File: src/rtl/mcev_pkg.sv
package mcev_pkg;

   localparam int unsigned WORD_W      = 64;
   localparam int unsigned SLOT_STRIDE = 8;
   localparam int unsigned ARM_BIT     = 63;
   localparam int unsigned MAX_SLOTS   = 8;

   localparam logic [15:0] OFS_MODE  = 16'h8020;
   localparam logic [15:0] OFS_GO    = 16'h8028;
   localparam logic [15:0] OFS_HALT  = 16'h8030;
   localparam logic [15:0] OFS_DONE  = 16'h8038;
   localparam logic [15:0] OFS_CFG0  = 16'h8040;
   localparam logic [15:0] OFS_VAL0  = 16'h8080;
   localparam logic [15:0] OFS_FEN   = 16'h80C0;
   localparam logic [15:0] OFS_FCLR  = 16'h80C8;
   localparam logic [15:0] OFS_FWVAL = 16'h80D0;
   localparam logic [15:0] OFS_FRVAL = 16'h80D8;

   typedef struct packed {
      logic mode;
      logic go;
      logic halt;
      logic done;
      logic fen;
      logic fclr;
      logic fwval;
      logic frval;
   } glob_sel_t;

endpackage

File: src/rtl/mcev_regdec.sv
module mcev_regdec
   import mcev_pkg::*;
#(
   parameter int unsigned ADDR_W   = 16,
   parameter int unsigned NUM_PROG = 8
) (
   input  logic [ADDR_W-1:0]   addr,
   output glob_sel_t           gsel,
   output logic [NUM_PROG-1:0] cfg_sel,
   output logic [NUM_PROG-1:0] val_sel
);

   always_comb begin
      gsel.mode  = (addr == ADDR_W'(OFS_MODE));
      gsel.go    = (addr == ADDR_W'(OFS_GO));
      gsel.halt  = (addr == ADDR_W'(OFS_HALT));
      gsel.done  = (addr == ADDR_W'(OFS_DONE));
      gsel.fen   = (addr == ADDR_W'(OFS_FEN));
      gsel.fclr  = (addr == ADDR_W'(OFS_FCLR));
      gsel.fwval = (addr == ADDR_W'(OFS_FWVAL));
      gsel.frval = (addr == ADDR_W'(OFS_FRVAL));
   end

   for (genvar i = 0; i < NUM_PROG; i++) begin : g_slot
      assign cfg_sel[i] = (addr == ADDR_W'(32'(OFS_CFG0) + SLOT_STRIDE * i));
      assign val_sel[i] = (addr == ADDR_W'(32'(OFS_VAL0) + SLOT_STRIDE * i));
   end

endmodule

File: src/rtl/mcev_run_ctl.sv
module mcev_run_ctl (
   input  logic clk,
   input  logic rst_n,
   input  logic mode_we,
   input  logic mode_d,
   input  logic go_cmd,
   input  logic halt_cmd,
   output logic manual,
   output logic running,
   output logic ended,
   output logic restart
);

   // a begin is honoured only in manual mode from the idle state
   assign restart = go_cmd & manual & ~running;

   always_ff @(posedge clk) begin
      if (!rst_n) begin
         manual  <= 1'b0;
         running <= 1'b0;
         ended   <= 1'b0;
      end else begin
         if (mode_we) manual <= mode_d;
         if (restart) begin
            running <= 1'b1;
            ended   <= 1'b0;
         end else if (halt_cmd) begin
            running <= 1'b0;
            ended   <= 1'b1;
         end
      end
   end

   assert_halt_stops_R7: assert property (@(posedge clk) disable iff (!rst_n)
      (halt_cmd && !restart) |=> (!running && ended));

   assert_go_runs_R6: assert property (@(posedge clk) disable iff (!rst_n)
      restart |=> (running && !ended));

   assert_run_needs_manual_R6: assert property (@(posedge clk) disable iff (!rst_n)
      $rose(running) |-> $past(manual));

endmodule

File: src/rtl/mcev_prog_ctr.sv
module mcev_prog_ctr
   import mcev_pkg::*;
#(
   parameter int unsigned CNT_W = 49,
   parameter int unsigned EVT_W = 56
) (
   input  logic              clk,
   input  logic              rst_n,
   input  logic              cfg_we,
   input  logic [EVT_W-1:0]  mask_d,
   input  logic              arm_d,
   input  logic [EVT_W-1:0]  evt,
   input  logic              run,
   input  logic              clr,
   output logic [WORD_W-1:0] cfg_rd,
   output logic [CNT_W-1:0]  count
);

   logic [EVT_W-1:0] mask_q;
   logic             arm_q;
   logic             hit;
   logic             at_top;

   assign hit    = arm_q & run & (|(mask_q & evt));
   assign at_top = &count;

   always_ff @(posedge clk) begin
      if (!rst_n) begin
         mask_q <= '0;
         arm_q  <= 1'b0;
      end else if (cfg_we) begin
         mask_q <= mask_d;
         arm_q  <= arm_d;
      end
   end

   always_ff @(posedge clk) begin
      if (!rst_n)                count <= '0;
      else if (clr)              count <= '0;
      else if (hit && !at_top)   count <= count + 1'b1;
   end

   always_comb begin
      cfg_rd              = '0;
      cfg_rd[EVT_W-1:0]   = mask_q;
      cfg_rd[ARM_BIT]     = arm_q;
   end

   assert_sat_hold_R5: assert property (@(posedge clk) disable iff (!rst_n)
      ((&count) && !clr) |=> (&count));

   assert_step_one_R3: assert property (@(posedge clk) disable iff (!rst_n)
      !clr |=> (count == $past(count) || count == $past(count) + 1'b1));

   assert_idle_hold_R4: assert property (@(posedge clk) disable iff (!rst_n)
      (!run && !clr) |=> $stable(count));

   assert_restart_zero_R6: assert property (@(posedge clk) disable iff (!rst_n)
      clr |=> (count == '0));

endmodule

File: src/rtl/mcev_fixed_ctr.sv
module mcev_fixed_ctr #(
   parameter int unsigned CNT_W = 49
) (
   input  logic             clk,
   input  logic             rst_n,
   input  logic             en,
   input  logic             clr,
   input  logic             beat,
   output logic [CNT_W-1:0] count
);

   always_ff @(posedge clk) begin
      if (!rst_n)          count <= '0;
      else if (clr)        count <= '0;
      else if (en && beat) count <= count + 1'b1;
   end

   assert_wrap_R8: assert property (@(posedge clk) disable iff (!rst_n)
      (en && beat && !clr && (&count)) |=> (count == '0));

   assert_clear_wins_R9: assert property (@(posedge clk) disable iff (!rst_n)
      clr |=> (count == '0));

   assert_hold_R8: assert property (@(posedge clk) disable iff (!rst_n)
      (!(en && beat) && !clr) |=> $stable(count));

endmodule

File: src/rtl/mcev_monitor.sv
module mcev_monitor
   import mcev_pkg::*;
#(
   parameter int unsigned ADDR_W   = 16,
   parameter int unsigned NUM_PROG = 8,
   parameter int unsigned EVT_W    = 56,
   parameter int unsigned CNT_W    = 49
) (
   input  logic              clk,
   input  logic              rst_n,
   input  logic              bus_wr,
   input  logic [ADDR_W-1:0] bus_addr,
   input  logic [63:0]       bus_wdata,
   output logic [63:0]       bus_rdata,
   input  logic [EVT_W-1:0]  evt_strobe,
   input  logic              dram_rd_beat,
   input  logic              dram_wr_beat
);

   if (ADDR_W < 16) begin : g_chk_addr
      $error("mcev_monitor: ADDR_W must cover 16-bit offsets");
   end
   if (NUM_PROG < 1 || NUM_PROG > MAX_SLOTS) begin : g_chk_num
      $error("mcev_monitor: NUM_PROG must be 1..8");
   end
   if (EVT_W < 1 || EVT_W > ARM_BIT) begin : g_chk_evt
      $error("mcev_monitor: EVT_W must leave the arm bit free");
   end
   if (CNT_W < 2 || CNT_W > WORD_W - 1) begin : g_chk_cnt
      $error("mcev_monitor: CNT_W must be 2..63");
   end

   glob_sel_t              gsel;
   logic [NUM_PROG-1:0]    cfg_sel;
   logic [NUM_PROG-1:0]    val_sel;
   logic                   manual, running, ended, restart;
   logic                   go_cmd, halt_cmd;
   logic [1:0]             fen_q;
   logic                   fclr_wr, fclr_rd;
   logic [CNT_W-1:0]       wcnt, rcnt;
   logic [CNT_W-1:0]       pcount [NUM_PROG];
   logic [WORD_W-1:0]      pcfg   [NUM_PROG];
   logic                   unused_wdata;

   assign unused_wdata = ^bus_wdata;

   mcev_regdec #(.ADDR_W(ADDR_W), .NUM_PROG(NUM_PROG)) u_dec (
      .addr    (bus_addr),
      .gsel    (gsel),
      .cfg_sel (cfg_sel),
      .val_sel (val_sel)
   );

   assign go_cmd   = bus_wr & gsel.go   & bus_wdata[0];
   assign halt_cmd = bus_wr & gsel.halt & bus_wdata[0];
   assign fclr_wr  = bus_wr & gsel.fclr & bus_wdata[0];
   assign fclr_rd  = bus_wr & gsel.fclr & bus_wdata[1];

   mcev_run_ctl u_run (
      .clk      (clk),
      .rst_n    (rst_n),
      .mode_we  (bus_wr & gsel.mode),
      .mode_d   (bus_wdata[0]),
      .go_cmd   (go_cmd),
      .halt_cmd (halt_cmd),
      .manual   (manual),
      .running  (running),
      .ended    (ended),
      .restart  (restart)
   );

   for (genvar i = 0; i < NUM_PROG; i++) begin : g_prog
      mcev_prog_ctr #(.CNT_W(CNT_W), .EVT_W(EVT_W)) u_ctr (
         .clk    (clk),
         .rst_n  (rst_n),
         .cfg_we (bus_wr & cfg_sel[i]),
         .mask_d (bus_wdata[EVT_W-1:0]),
         .arm_d  (bus_wdata[ARM_BIT]),
         .evt    (evt_strobe),
         .run    (running),
         .clr    (restart),
         .cfg_rd (pcfg[i]),
         .count  (pcount[i])
      );
   end

   always_ff @(posedge clk) begin
      if (!rst_n)                fen_q <= 2'b00;
      else if (bus_wr && gsel.fen) fen_q <= bus_wdata[1:0];
   end

   mcev_fixed_ctr #(.CNT_W(CNT_W)) u_wr_fix (
      .clk   (clk),
      .rst_n (rst_n),
      .en    (fen_q[0]),
      .clr   (fclr_wr),
      .beat  (dram_wr_beat),
      .count (wcnt)
   );

   mcev_fixed_ctr #(.CNT_W(CNT_W)) u_rd_fix (
      .clk   (clk),
      .rst_n (rst_n),
      .en    (fen_q[1]),
      .clr   (fclr_rd),
      .beat  (dram_rd_beat),
      .count (rcnt)
   );

   always_comb begin
      bus_rdata = '0;
      if (gsel.mode)  bus_rdata[0]         = manual;
      if (gsel.go)    bus_rdata[1]         = running;
      if (gsel.done)  bus_rdata[0]         = ended;
      if (gsel.fen)   bus_rdata[1:0]       = fen_q;
      if (gsel.fwval) bus_rdata[CNT_W-1:0] = wcnt;
      if (gsel.frval) bus_rdata[CNT_W-1:0] = rcnt;
      for (int i = 0; i < NUM_PROG; i++) begin
         if (cfg_sel[i]) bus_rdata            = pcfg[i];
         if (val_sel[i]) bus_rdata[CNT_W-1:0] = pcount[i];
      end
   end

   assert_fen_keep_R10: assert property (@(posedge clk) disable iff (!rst_n)
      !(bus_wr && gsel.fen) |=> $stable(fen_q));

endmodule

File: config.mk
export PLATFORM = sky130hd
export DESIGN_NAME = mcev_monitor
export DESIGN_NICKNAME = d
export VERILOG_FILES = /design/src/rtl/mcev_pkg.sv /design/src/rtl/mcev_regdec.sv /design/src/rtl/mcev_run_ctl.sv /design/src/rtl/mcev_prog_ctr.sv /design/src/rtl/mcev_fixed_ctr.sv /design/src/rtl/mcev_monitor.sv
export SDC_FILE = /design/constraint.sdc
export NUM_CORES = 2
export LEC_CHECK = 0
export BUFFER_PORTS_ARGS = -buffer_cell sky130_fd_sc_hd__buf_2
export CAP_MARGIN = 10
export CORE_ASPECT_RATIO = 1.2
export CORE_MARGIN = 5
export CORE_UTILIZATION = 45
export CTS_CLUSTER_DIAMETER = 40
export DETAILED_ROUTE_END_ITERATION = 16
export PLACE_DENSITY_LB_ADDON = 0.3
export SLEW_MARGIN = 5
export SYNTH_ARGS = -nofsm -noshare
export SYNTH_HDL_FRONTEND = slang
export SYNTH_HIERARCHICAL = 1
export SYNTH_SLANG_ARGS = --single-unit
File: constraint.sdc
create_clock -name clk -period 10.3 [get_ports clk]
set_clock_uncertainty 0.1 [all_clocks]
set_input_delay 2.575 -clock clk [delete_from_list [all_inputs] [get_ports clk]]
set_output_delay 2.575 -clock clk [all_outputs]
set_load 0.05 [all_outputs]
---- Yosys cells after proc, flatten, opt, wreduce, memory -nomap -nowiden ----
Cells that the tools add are included.
storage, ports and cells
  logic and storage cells ................. 171
  input port bits ......................... 141
  output and inout port bits .............. 64
  register bits after elaboration ......... 951
operators by class
  multiplexer cells ....................... 24
  bitwise operators ....................... 44
  add/subtract/negate cells ............... 10
  reduce and logical (&&, ||, !) cells .... 39
  equality and inequality tests ........... 24
operators by type and width
  kind                                                              number
  64-bit 2-to-1 mux                                                 8
  49-bit by 1-bit adder with 49-bit output (second input constant)  10
  49-bit 2-to-1 mux                                                 10
  56-bit AND                                                        8
  56-bit OR reduction                                               8
  49-bit AND reduction                                              8
  16-bit == test (second input constant)                            24
  1-bit AND                                                         34
  1-bit logical AND                                                 11
  1-bit logical NOT                                                 8
  2-bit OR reduction                                                3
  1-bit 2-to-1 mux                                                  5
  2-bit 2-to-1 mux                                                  1
  1-bit NOT                                                         2
  2-bit nonzero test                                                1

---- Depth between registers and ports, before layout ----
  depth after elaboration ................. 22
  mapped depth ............................ 14
  depth with buffers taken out ............ 8

---- By module ----
Netlist, hierarchy kept.
modules (own cells, without submodules)
  module          cells each  area an instance (um^2)  seq. area each (um^2)  times used
  mcev_prog_ctr   542         4954.8                   2122.0                 8
  mcev_monitor    1366        8370.5                   40.0                   1
  mcev_fixed_ctr  275         2298.5                   980.9                  2
  mcev_regdec     52          387.9                    0.0                    1
  mcev_run_ctl    10          110.1                    60.1                   1

---- Worst setup path before layout ----
No wires, ideal clock.
  path type ............................... input to output
  start point ............................. in bus_addr[13]
  end point ............................... out bus_rdata[63]
  data arrival time ....................... 6437 ps
  stages .................................. 11
  slack ................................... 1188 ps
  data required time ...................... 7625 ps
  cells stage by stage .................... or4b_1 > buf_2 > buf_6 > nor4_1 > buf_2 > buf_2 > buf_1 > a21oi_1 > o31ai_1 > a221oi_1 > o31ai_1
RTL lines
  element                         line                 text
  from (decl)                     mcev_monitor.sv:12   input logic [ADDR_W-1:0] bus_addr,
  16-bit == test                  mcev_regdec.sv:25    assign cfg_sel[i] = (addr == ADDR_W'(32'(OFS_CFG0) + SLOT_STRIDE * i));
  net cfg_sel[3]                  mcev_monitor.sv:34   logic [NUM_PROG-1:0] cfg_sel;
  64-bit 2-to-1 mux (5 in a row)  mcev_monitor.sv:119  if (cfg_sel[i]) bus_rdata = pcfg[i];
  to (decl)                       mcev_monitor.sv:14   output logic [63:0] bus_rdata,
The timed path passes the listed nets, and every way through them passes these cells.

---- Final worst setup path ----
  start point ............................. in bus_addr[9]
  end point ............................... out bus_rdata[33]
RTL lines
  element            line                 text
  16-bit == test     mcev_regdec.sv:25
  net cfg_sel[2]     mcev_monitor.sv:34
  64-bit 2-to-1 mux  mcev_monitor.sv:119
  49-bit 2-to-1 mux  mcev_monitor.sv:120  if (val_sel[i]) bus_rdata[CNT_W-1:0] = pcount[i];
  64-bit 2-to-1 mux  mcev_monitor.sv:119
  49-bit 2-to-1 mux  mcev_monitor.sv:120
  64-bit 2-to-1 mux  mcev_monitor.sv:119
  49-bit 2-to-1 mux  mcev_monitor.sv:120
  64-bit 2-to-1 mux  mcev_monitor.sv:119
  49-bit 2-to-1 mux  mcev_monitor.sv:120
  64-bit 2-to-1 mux  mcev_monitor.sv:119
  49-bit 2-to-1 mux  mcev_monitor.sv:120
  64-bit 2-to-1 mux  mcev_monitor.sv:119
  49-bit 2-to-1 mux  mcev_monitor.sv:120
The timed path passes the listed nets, and every way through them passes these cells.

==> qor.log <==
qor: outcome.run_status finished with violations
qor: outcome.failed_checks max-slew violations
qor: die.die_width 324 um
qor: route.wl_met1 96600 um
qor: pwr.report.power.total 9.22 mW
qor: global_route.grt_pass1_wl 360000 um
qor: pwr.netSwitchingFraction 0.238
qor: route.detail_route.wl_per_cell 32.3 um
qor: timing.timing.slew.headroom -0.0485
qor: clock_network.cts_tree yes
qor: synth.yosys.cell_types.count 84
qor: route.met2RoutedLength 104000 um
qor: clock_network.clk_path_buf_depth 3
qor: cells_and_area.post_route_cells_drive_above_1_share 0.119
qor: cells_and_area.area_added_between_synthesis_and_finish 14.6%
qor: setup_path.cp_data_required_time 7.63 ns
qor: pwr.share_comb_of_total_power 0.028
qor: pwr.internal_power 7.02 mW
qor: timing.setup_total_negative_slack 0 ns
qor: synth.seq_area_frac_synth 0.359
qor: clock_network.clock_insertion_delay_worst_skew 0.79 ns
qor: die.placeableCoreArea 118000 um2
qor: synth.ys_seq_elements 951
qor: timing.layout_worst_path_cycle_share 0.964
qor: synth.post_synth.cell_area_avg 8.41 um2
qor: route.detail_route.drc_violations 0
qor: placement.dp_hpwl 196000 um
qor: global_route.initial_antenna_violation_count 53
qor: synth.synth_largest_type_area_fraction 0.359
qor: cells_and_area.nNetsFinal 6524
qor: route.highest_layer met5
qor: route.postRouteWirelength 260000 um
qor: timing.tightestPinTransition 1.57 ns
qor: timing.timing.final.ws_setup 0.375 ns
qor: timing.timing.final.hold_violations 0
qor: route.num_vias 55200
qor: global_route.grt_total_usage 0.396
qor: route.met3WireLength 35300 um
qor: placement.postPlaceCellArea 55600 um2
qor: setup_path.timing.critical_path.arrival 7.25 ns
qor: pwr.vdd_drop_max 0.000127 V
qor: pwr.cellLeakagePower 19.4 nW
qor: route.postRouteAntennaNets 0
qor: timing.rsz0062_at_grt no
qor: synth.synth_warnings 6
qor: clock_network.postCtsResizedCells 0
qor: route.dr.pass1.iters 7
qor: clock_network.numCtsBuffers 148
qor: timing.clock.fmax 0.101 GHz
qor: timing.final-max-slew-violation-count 1
qor: synth.asyncSetResetFlopFracSynth 0
qor: synth.synth.cell_area 53100 um2
qor: clock_network.cts_root_buffer clkbuf_16
qor: synth.post_synth_main_area_contributors dfxtp_1 36%, mux2i_1 8.9%, nor2b_1 5.6%
qor: pwr.cellPowerDensity 151 nW/um2
qor: synth.synthesis.instances 6314
qor: pwr.power.share.sequential 0.399
qor: min_path.worst_hold_path.num_cells 2
qor: timing.fin_crit_period 9.93 ns
qor: clock_network.cts.repair_timing.setup_buffer_count 0
qor: cells_and_area.stdcell_area 60900 um2
qor: placement.portBuffers 197
qor: die.die_h 386 um
qor: min_path.worst_hold_path_type flop to flop
qor: setup_path.startpoint_type input port
qor: global_route.largest_net_degree_at_the_start_of_global_routing 136
qor: setup_path.path_class input port to output pin
qor: placement.dp_slack 0.816 ns
qor: route.via_per_inst 6.85
qor: synth.post_synth_top_flop dfxtp_1
qor: setup_path.end_kind output pin
qor: synth.yosysTopAreaCell dfxtp_1
qor: clock_network.cts.clk_slew.worst_paths 0.05 ns
qor: synth.synth_edf_count 0
qor: die.design.portCount 205
qor: pwr.net-switching-power 2.20 mW
qor: setup_path.depth_of_the_most_critical_reg_to_reg_path 7
qor: flow_run.cap_viol_max_count 0
qor: global_route.global_route.overflow_total 0
qor: pwr.clockPowerShare 0.573
qor: timing.setup_violations 0
qor: clock_network.cts.hold.buffers_added 0
qor: placement.gp_congestion 1.05
qor: route.drt_first_iter_violations 9025
qor: die.floorplan.initialDensity 0.452
qor: clock_network.cts.htree.levels 4
qor: die.area_of_the_die 125000 um2
qor: die.number_of_rows_in_the_core_area 138
qor: cells_and_area.utilization 0.518
qor: setup_path.worst-path-max-fanout 17
qor: global_route.grt_pass1_vias 49200
qor: clock_network.clock_sink_count 951
-- worst max-delay path, stage by stage --
cell and delay (ns):
buf_2 0.09, or4_1 0.78, buf_4 0.32, nor4_2 0.27, buf_4 0.25, inv_2 0.16, nand2_1 0.75, o221ai_1 0.25
a21oi_1 0.69, a21oi_1 0.31, nor3_1 0.44, buf_4 0.20, buf_12 0.13
-- metal layers --
layer	GRT usage	vias to the layer above
met5	0	-
met4	0.290	48
met3	0.141	1007
met2	0.558	3735
met1	0.498	26700
li1	-	23700
-- sequential cells by signal, summed over array words and instances, names as in the netlist --
| name | flops |
|---|---|
| u_rd_fix/count | 49 |
| u_wr_fix/count | 49 |
| g_prog.u_ctr/arm_q | 8 |
| g_prog.u_ctr/mask_q | 448 |
| fen_q | 2 |
| u_run/manual | 1 |
| g_prog.u_ctr/count | 392 |
| u_run/ended | 1 |
| u_run/running | 1 |
-- per-stage QoR --
stage,std cells,hold slack [ns]
after floorplan,6362,0.358
after global placement,7763,0.373
after detailed placement,7763,0.382
after CTS,8032,0.396
after global routing,8034,0.425
final,8062,0.396
-- cells by family (layout without fill, tap and decap cells) --
| logic type | count (synthesis) | count (layout) | share of synthesized area |
|---|---|---|---|
| simple gates | 2558 | 2558 | 0.269 |
| compound gates | 1555 | 1555 | 0.198 |
| flops | 951 | 951 | 0.359 |
| buf+inv | 569 | 699 | 0.0506 |
| mux | 473 | 473 | 0.0892 |
| xor+xnor | 190 | 190 | 0.0313 |
| fa+ha+maj | 10 | 10 | 0.00236 |
| other cells | 8 | 86 | 0.000566 |
-- synthesized netlist by cell type, types with 52 or more instances --
| library cell | n |
|---|---|
| nor2_1 | 427 |
| a21oi_1 | 329 |
| o21ai_0 | 291 |
| dfxtp_1 | 951 |
| and3_1 | 68 |
| o21a_1 | 52 |
| nor4_1 | 91 |
| nor3_1 | 86 |
| o22ai_1 | 73 |
| clkbuf_1 | 284 |
| buf_4 | 74 |
| a221o_1 | 59 |
| or3_1 | 162 |
| inv_1 | 74 |
| nand4_1 | 260 |
| o31ai_1 | 77 |
| a221oi_1 | 142 |
| or4_1 | 84 |
| xor2_1 | 132 |
| o211ai_1 | 54 |
| nor2b_1 | 475 |
| a22oi_1 | 287 |
| nand3_1 | 232 |
| buf_1 | 54 |
| nand2_1 | 422 |
| xnor2_1 | 58 |
| mux2i_1 | 473 |
-- layout make-up --
class	count	area [um2]
sequential	951	19000
timing repair buffer	348	2640
multi-input combinational	4842	31700
clock buffer	181	4140
antenna	30	75.1
clock inverter	88	1030
inverter	82	308
tap	1540	1930
fill	11200	56700
-- power by group through the flow --
stage                     combinational [mW]  clock [mW]  sequential, mW
final                                  0.257        5.28            3.68
after global routing                   0.254        5.45            3.68
after CTS                              0.245        5.29            3.68
after detailed placement               0.245           0            3.76
after global placement                 0.244           0            3.76
after floorplan                        0.105           0            3.76
-- worst paths after layout --
check,startpoint,end,slack [ns]
hold / removal,u_rd_fix/count[1],u_rd_fix/count[1],0.40
setup reg to reg,g_prog[4].u_ctr/mask_q[31],g_prog[4].u_ctr/count[29],6.23
setup / recovery,bus_addr[9],bus_rdata[33],0.37
hold reg to reg,u_rd_fix/count[1],u_rd_fix/count[1],0.40
-- cells in the final DEF, fill, tap and decap left out, types with 18 or more instances in the layout --
cell type / synthesis / final
nor3_1: 86 / 86
nor2b_1: 475 / 471
nand3_1: 232 / 232
and3_2: 24 / 24
clkinv_4: 0 / 19
inv_1: 74 / 74
nor4_1: 91 / 73
nand2_1: 422 / 422
xor2_1: 132 / 132
nor4_2: 1 / 19
nand2b_1: 39 / 39
or3_1: 162 / 162
o22ai_1: 73 / 73
a22oi_1: 287 / 287
clkbuf_16: 0 / 156
a221o_1: 59 / 59
o21a_1: 52 / 52
and3_1: 68 / 68
clkinvlp_4: 0 / 21
buf_12: 0 / 36
buf_2: 43 / 172
o211ai_1: 54 / 54
nor2_1: 427 / 427
a221oi_1: 142 / 142
nand4_1: 260 / 260
conb_1: 8 / 56
diode_2: 0 / 30
or4_1: 84 / 84
mux2i_1: 473 / 473
xnor2_1: 58 / 58
o21ai_0: 291 / 291
dfxtp_1: 951 / 950
o221ai_1: 37 / 37
and4_1: 34 / 34
buf_4: 74 / 139
a211oi_1: 23 / 23
and2_1: 33 / 25
clkinv_2: 0 / 18
o31ai_1: 77 / 77
a21oi_1: 329 / 329
No activity file was read; power rests on OpenSTA's default activity.
